`src/rtl/e1_test_pattern_gen.sv`:
```
module e1_test_pattern_gen #(
  parameter int ARB_W      = 24,
  parameter int LB_W       = 8,
  parameter int LB_MIN     = 3,
  parameter int QRSS_ZMAX  = 14,
  parameter int LFSR_W     = 20
) (
  input  logic                          clk,
  input  logic                          rst_n,
  input  logic                          bit_en,
  input  logic [1:0]                    gen_mode,
  input  logic [1:0]                    prbs_len_sel,
  input  logic [ARB_W-1:0]              arb_word,
  input  logic [LB_W-1:0]               lb_code,
  input  logic [$clog2(LB_W):0]         lb_len,
  input  logic                          err_inject,
  input  logic                          invert_en,
  input  logic                          ais_req,
  output logic                          bit_out,
  output logic                          gen_active
);
  localparam int ARB_IW = $clog2(ARB_W);
  localparam int LB_IW  = $clog2(LB_W);
  localparam int LB_LW  = LB_IW + 1;
  localparam int ZR_W   = $clog2(QRSS_ZMAX + 2);
  localparam logic [1:0] M_OFF = 2'b00, M_PRBS = 2'b01, M_ARB = 2'b10, M_LB = 2'b11;
  localparam logic [ARB_IW-1:0] ARB_TOP = ARB_IW'(ARB_W - 1);

  logic [1:0]        mode_q, sel_q;
  logic [LFSR_W-1:0] lfsr;
  logic [ZR_W-1:0]   zrun;
  logic [ARB_IW-1:0] arb_idx;
  logic [LB_IW-1:0]  lb_idx;
  logic              err_q, err_pend;
  logic              prbs_fb, prbs_raw, prbs_bit, pat;
  logic [LB_LW-1:0]  lb_eff, lb_top;

  wire is_qrss = prbs_len_sel[1];
  wire restart = (gen_mode == M_OFF) || (gen_mode != mode_q) || (prbs_len_sel != sel_q);
  wire err_ok  = (gen_mode == M_PRBS) || (gen_mode == M_ARB);
  wire err_rise = err_inject & ~err_q;

  always_comb begin
    case (prbs_len_sel)
      2'b00:   begin prbs_fb = lfsr[10] ^ lfsr[8];  prbs_raw = lfsr[10]; end
      2'b01:   begin prbs_fb = lfsr[14] ^ lfsr[13]; prbs_raw = lfsr[14]; end
      default: begin prbs_fb = lfsr[19] ^ lfsr[16]; prbs_raw = lfsr[19]; end
    endcase
  end

  assign prbs_bit = (is_qrss && zrun >= ZR_W'(QRSS_ZMAX)) ? 1'b1 : prbs_raw;

  always_comb begin
    if (lb_len < LB_LW'(LB_MIN))     lb_eff = LB_LW'(LB_MIN);
    else if (lb_len > LB_LW'(LB_W))  lb_eff = LB_LW'(LB_W);
    else                             lb_eff = lb_len;
  end
  assign lb_top = lb_eff - 1'b1;

  always_comb begin
    case (gen_mode)
      M_PRBS:  pat = prbs_bit;
      M_ARB:   pat = arb_word[arb_idx];
      M_LB:    pat = lb_code[lb_idx];
      default: pat = 1'b0;
    endcase
  end

  assign gen_active = (gen_mode != M_OFF);
  assign bit_out = gen_active ? (pat ^ (err_ok & (invert_en ^ err_pend))) : ais_req;

  always_ff @(posedge clk or negedge rst_n) begin
    if (!rst_n) begin
      mode_q  <= M_OFF;
      sel_q   <= 2'b00;
      lfsr    <= '1;
      zrun    <= '0;
      arb_idx <= ARB_TOP;
      lb_idx  <= '0;
    end else begin
      mode_q <= gen_mode;
      sel_q  <= prbs_len_sel;
      if (restart) begin
        lfsr    <= '1;
        zrun    <= '0;
        arb_idx <= ARB_TOP;
        lb_idx  <= lb_top[LB_IW-1:0];
      end else if (bit_en) begin
        if (gen_mode == M_PRBS) begin
          lfsr <= {lfsr[LFSR_W-2:0], prbs_fb};
          zrun <= prbs_bit ? '0 : zrun + 1'b1;
        end
        arb_idx <= (arb_idx == '0) ? ARB_TOP : arb_idx - 1'b1;
        lb_idx  <= (lb_idx == '0) ? lb_top[LB_IW-1:0] : lb_idx - 1'b1;
      end
    end
  end

  always_ff @(posedge clk or negedge rst_n) begin
    if (!rst_n) begin
      err_q    <= 1'b0;
      err_pend <= 1'b0;
    end else begin
      err_q <= err_inject;
      if (err_rise && err_ok)      err_pend <= 1'b1;
      else if (!err_ok || bit_en)  err_pend <= 1'b0;
    end
  end
endmodule

```
`config.mk`:
```
export PLATFORM = sky130hd
export DESIGN_NAME = e1_test_pattern_gen
export DESIGN_NICKNAME = d
export VERILOG_FILES = /design/src/rtl/e1_test_pattern_gen.sv
export SDC_FILE = /design/constraint.sdc
export NUM_CORES = 1
export LEC_CHECK = 0
export BUFFER_PORTS_ARGS = -buffer_cell sky130_fd_sc_hd__buf_2
export CAP_MARGIN = 0
export CORE_UTILIZATION = 45
export CTS_CLUSTER_DIAMETER = 150
export DETAILED_ROUTE_END_ITERATION = 7
export PLACE_DENSITY = 0.79
export SLEW_MARGIN = 20
export SYNTH_ARGS = -nofsm -noshare
export SYNTH_HDL_FRONTEND = slang
export SYNTH_SLANG_ARGS = --single-unit
```
`constraint.sdc`:
```
create_clock -name clk -period 3.6 [get_ports clk]
set_input_delay 0.54 -clock clk [delete_from_list [all_inputs] [get_ports clk]]
set_output_delay 0.54 -clock clk [all_outputs]
set_load 0.02 [all_outputs]
```
---- After elaboration in Yosys (flattened, before gate mapping) ----
Index checks and enable logic that the tools add are counted.
storage, ports and cells
  register bits ........................... 38
  input bits .............................. 46
  word-level logic and storage cells ...... 73
cells by class
  add/subtract/negate cells ............... 4
  $lt $le $gt $ge ......................... 5
  eq/ne operators ......................... 6
  multiplexer cells ....................... 26
  bitwise gates (word level) .............. 8
  reductions and logical operators ........ 16
operators by type and width
  cell                 number
  $mux 20              3
  $mux 4               4
  $mux 3               5
  $mux 5               3
  $reduce_bool 2->1    4
  $lt 5x6->1 const B   1
  $mux 1               6
  $sub 3x1->3 const B  2
  $bmux 1 s5           1
  $logic_not 5->1      1
  $sub 5x1->5 const B  1
  $xor 1x1->1          5
  $add 4x1->4 const B  1
  $eq 2x1->1 const B   2
  $eq 2x2->1 const B   2
  $ge 4x4->1 const B   1
  $gt 4x4->1 const B   1
  $logic_not 2->1      2
  $logic_or 1x1->1     4
  $lt 3x4->1 const B   1
  $lt 4x2->1 const B   1
  $ne 2x2->1           2
  $pmux 1 s2           2
  $bmux 1 s3           1
  other kinds (7)      9

---- Depth between registers and ports, before layout ----
  depth after elaboration ................. 7
  mapped depth ............................ 8

---- Worst setup path after synthesis ----
No wires, ideal clock.
  path kind ............................... in2out
  start ................................... input gen_mode[0]
  end ..................................... output bit_out
  arrival ................................. 2.079 ns
  required time ........................... 3.060 ns
  slack ................................... 0.981 ns
  stages on the path ...................... 7
  buffers on the path ..................... 0
  path through ............................ inv_1 > ha_1 > or3b_2 > a31oi_1 > a32oi_1 > and4_2 > o31ai_2
between the ends
  longest elaborated chain between the ends .. 5
  elaborated cells on any way between the ends .. 9
  those cells by class .................... eq/ne: 3; mux: 2; bitwise: 2; reduce/logical: 2
ends and longest elaborated chain
  element                                          RTL line  RTL
  start: declaration                               11        input logic [1:0] gen_mode,
  $eq 2x1->1 / $eq 2x2->1 (equally long branches)  40, 61
  $logic_or 1x1->1                                 40        wire err_ok = (gen_mode == M_PRBS) || (gen_mode == M_ARB);
  $and 1x1->1                                      70        assign bit_out = gen_active ? (pat ^ (err_ok & (invert_en ^ err_pend))) : ais_req;
  $xor 1x1->1                                      70
  $mux 1 (*)                                       70
  end: declaration                                 19        output logic bit_out,
Mark *: on every way between the ends. The rest lies on a longest branch, timed or not.

---- Worst setup path after layout ----
  start ................................... register arb_idx[0]
  end ..................................... output bit_out
between the ends
  longest elaborated chain between the ends .. 5
ends and longest elaborated chain
  element                       RTL line  RTL
  start: declaration            32        logic [ARB_IW-1:0] arb_idx;
  start signal: assignment      93        arb_idx <= (arb_idx == '0) ? ARB_TOP : arb_idx - 1'b1;
  $bmux 1 s5                    63        M_ARB: pat = arb_word[arb_idx];
  $mux 1 (implied by the code)  63
  $pmux 1 s3                    61        case (gen_mode)
  $xor 1x1->1                   70
  $mux 1                        70
No other way between the ends. The select of a mux whose other input is x is not followed.

==> flow_summary.ini <==
[power]
ir_drop_mv = 0.164
power_leakage_nw = 1.30
power_per_cell_area_nw_per_um2 = 341

[yosys]
synth_area_um2 = 2290
synth_top_area_cell = dfstp_2
ys_top_cells_by_area = dfstp_2 28%, dfrtp_1 15%, nand2_1 8.2%
synth_ff_type = dfstp_2
synth_compound_area_share_pct = 10.3
ys_seq_area_share_pct = 42.9
synth.distinct_cells = 46
yosysWarningCount = 0
synth_xor_area_share_pct = 3.83
yosys.area.top_type_share_pct = 27.6
synth_cells = 233
async_flop_share_pct = 100
ys_seq_elements = 38
synth-edff-count = 0
syn_nets = 289
muxShareOfSynthArea_pct = 10.7
synth_top_family_by_area = simple AND/OR/NAND/NOR gates
synth_area_per_cell_um2 = 9.82
synth-simple-area-share_pct = 21.4
synth_fa_ha_area_share_pct = 5.47

[clocking]
cts_root_buf = clkbuf_8
cts_buffer_depth = 2
ctsHtreeMaxLevel = 2
cts_tree = built
cts-hold-fix-buffers = 0
cts.sinks = 38
cts-buffers-inserted = 5
path_clk_slew_ns = 0.08
postCtsSetupBuffers = 0
clk_latency_ns = 0.29
cts_resized = 0

[grt]
antenna_found_initial = 0
grt_use_total_pct = 20.0
grt_pass1_wl_um = 8160
grt_overflow = 0
grt_max_degree = 39
grt_pass1_vias = 1821

[layout]
final_nets = 335
fill_cells = 466
drive_gt1_share_pct = 32.5
final_cell_mix = 50 x nand2_1, 47 x buf_2, 24 x dfstp_2
diodes = 0
final_common_cell = nand2_1
syn_to_final_growth_pct = 15.9

[timing]
whs_ns = 0.350
slew_violations = 0
tightest_slew_ns = 0.842
period_minus_slack_ns = 3.05
setup_viol = 0
fin_skew_ns = 0.00818
fmax_mhz = 327
setup_tns_ns = 0
hold_viol = 0
fin_crit_sh_pct = 84.9
relSlewSlack_pct = 43.7
rsz0062_at_grt = false

[flow_run]
maxCapViolations = 0

[floorplanning]
start_util_pct = 47.5
design.core.area_um2 = 4820
ios = 48
die_area_um2 = 5370
die-width_um = 73.3
fp.dieH_um = 73.3
rows = 25

[route]
drt-total-wl_um = 4790
vias = 1810
dr.pass1.iters = 4
drt_iter0_drc = 108
vias_per_cell = 5.22
wl_per_cell_um = 13.8
drcViolationCount = 0
antenna_left = 0

[worst_hold_path]
min_path_type = in -> async

[placement]
place_congestion = 0.811
dpl.hpwl_um = 3530
io_buffers = 47

[setup_path]
worstSetupEndpointType = output port
required_ns = 3.06
r2r_cells = 4
cp-start-kind = flip-flop
cp_max_fo = 9
worstSetupPathType = reg -> out
rrSetupSlack_ns = 1.52
crit_arrival_ns = 2.51

[outcome]
status = complete, no violations
kinds of logic after synthesis:
group,after synthesis
fa+ha+maj,10
simple gates,103
compound gates,32
mux,13
buf+inv,27
xor+xnor,10
flops,38
worst paths after layout:
check,endpoint,from
min in group clk,err_q,err_inject
min,mode_q[1],rst_n
max,bit_out,arb_idx[0]
min reg2reg,lfsr[18],lfsr[17]
max reg2reg,zrun[3],sel_q[0]
max in group asynchronous,zrun[1],rst_n
cell usage after synthesis (2+ instances only):
library cell,n
buf_4,2
mux4_1,6
nor2_1,9
nor3_1,3
a221o_1,2
xor2_1,6
nor2b_1,6
a21o_1,2
nand3b_1,2
nand2b_1,3
inv_1,17
a21boi_0,2
nand3_1,22
ha_1,10
mux2i_1,3
o21ai_0,5
clkbuf_1,5
dfrtp_1,14
a31oi_1,2
mux2_2,3
o211ai_1,2
nand2_1,50
xnor2_1,4
a21oi_1,6
and2_1,2
dfstp_2,24
buf_6,2
layout make-up:
cell class	instances	area, um^2	area share (%)
Clock inverter	1	5.00	0.189
Sequential cell	38	981	37.0
Tap cell	67	83.8	3.16
Inverter	17	63.8	2.41
Timing Repair Buffer	49	250	9.43
Clock buffer	7	86.3	3.25
Multi-Input combinational cell	168	1180	44.6
report_power, final:
group          leakage, nW  total [mW]  internal [mW]  switching (mW)
Sequential           0.428       0.451          0.441          0.0100
Clock               0.0482       0.304          0.155           0.150
Combinational        0.822       0.149         0.0715          0.0780
flip-flops by register name (all words and copies together), names as in the netlist:
signal and cells:
arb_idx 5, err_pend 1, err_q 1, mode_q 2, lfsr 20, lb_idx 3, zrun 4, sel_q 2
worst max-delay path, cell delays in order (launching register included):
cell and delay, ns:
dfstp_2 0.66, mux4_1 0.60, mux2i_1 0.27, a2bb2oi_2 0.20
a31oi_1 0.10, o31ai_2 0.21, buf_2 0.19
stage by stage:
step | area, um^2 | std cells | utilization (%) | total power [mW] | worst slack [ns]
detailed placement | 2560 | 339 | 53.2 | 0.607 | 0.748
floorplan | 2290 | 233 | - | 0.551 | 0.981
global route | 2650 | 347 | 55.1 | 0.945 | 0.435
global placement | 2560 | 339 | 53.2 | 0.600 | 0.818
finish | 2650 | 347 | 55.1 | 0.904 | 0.545
CTS | 2650 | 347 | 55.1 | 0.910 | 0.531
routing by layer:
| layer | vias to the layer above | share of wire [%] | track usage [%] |
|---|---|---|---|
| met5 | - | 0 | 0 |
| met4 | 0 | 1.5 | 6.41 |
| met3 | 6 | 2.4 | 4.12 |
| met2 | 33 | 52 | 35.9 |
| met1 | 876 | 44 | 23.9 |
| li1 | 895 | - | - |
(Power assumes the default switching activity.)
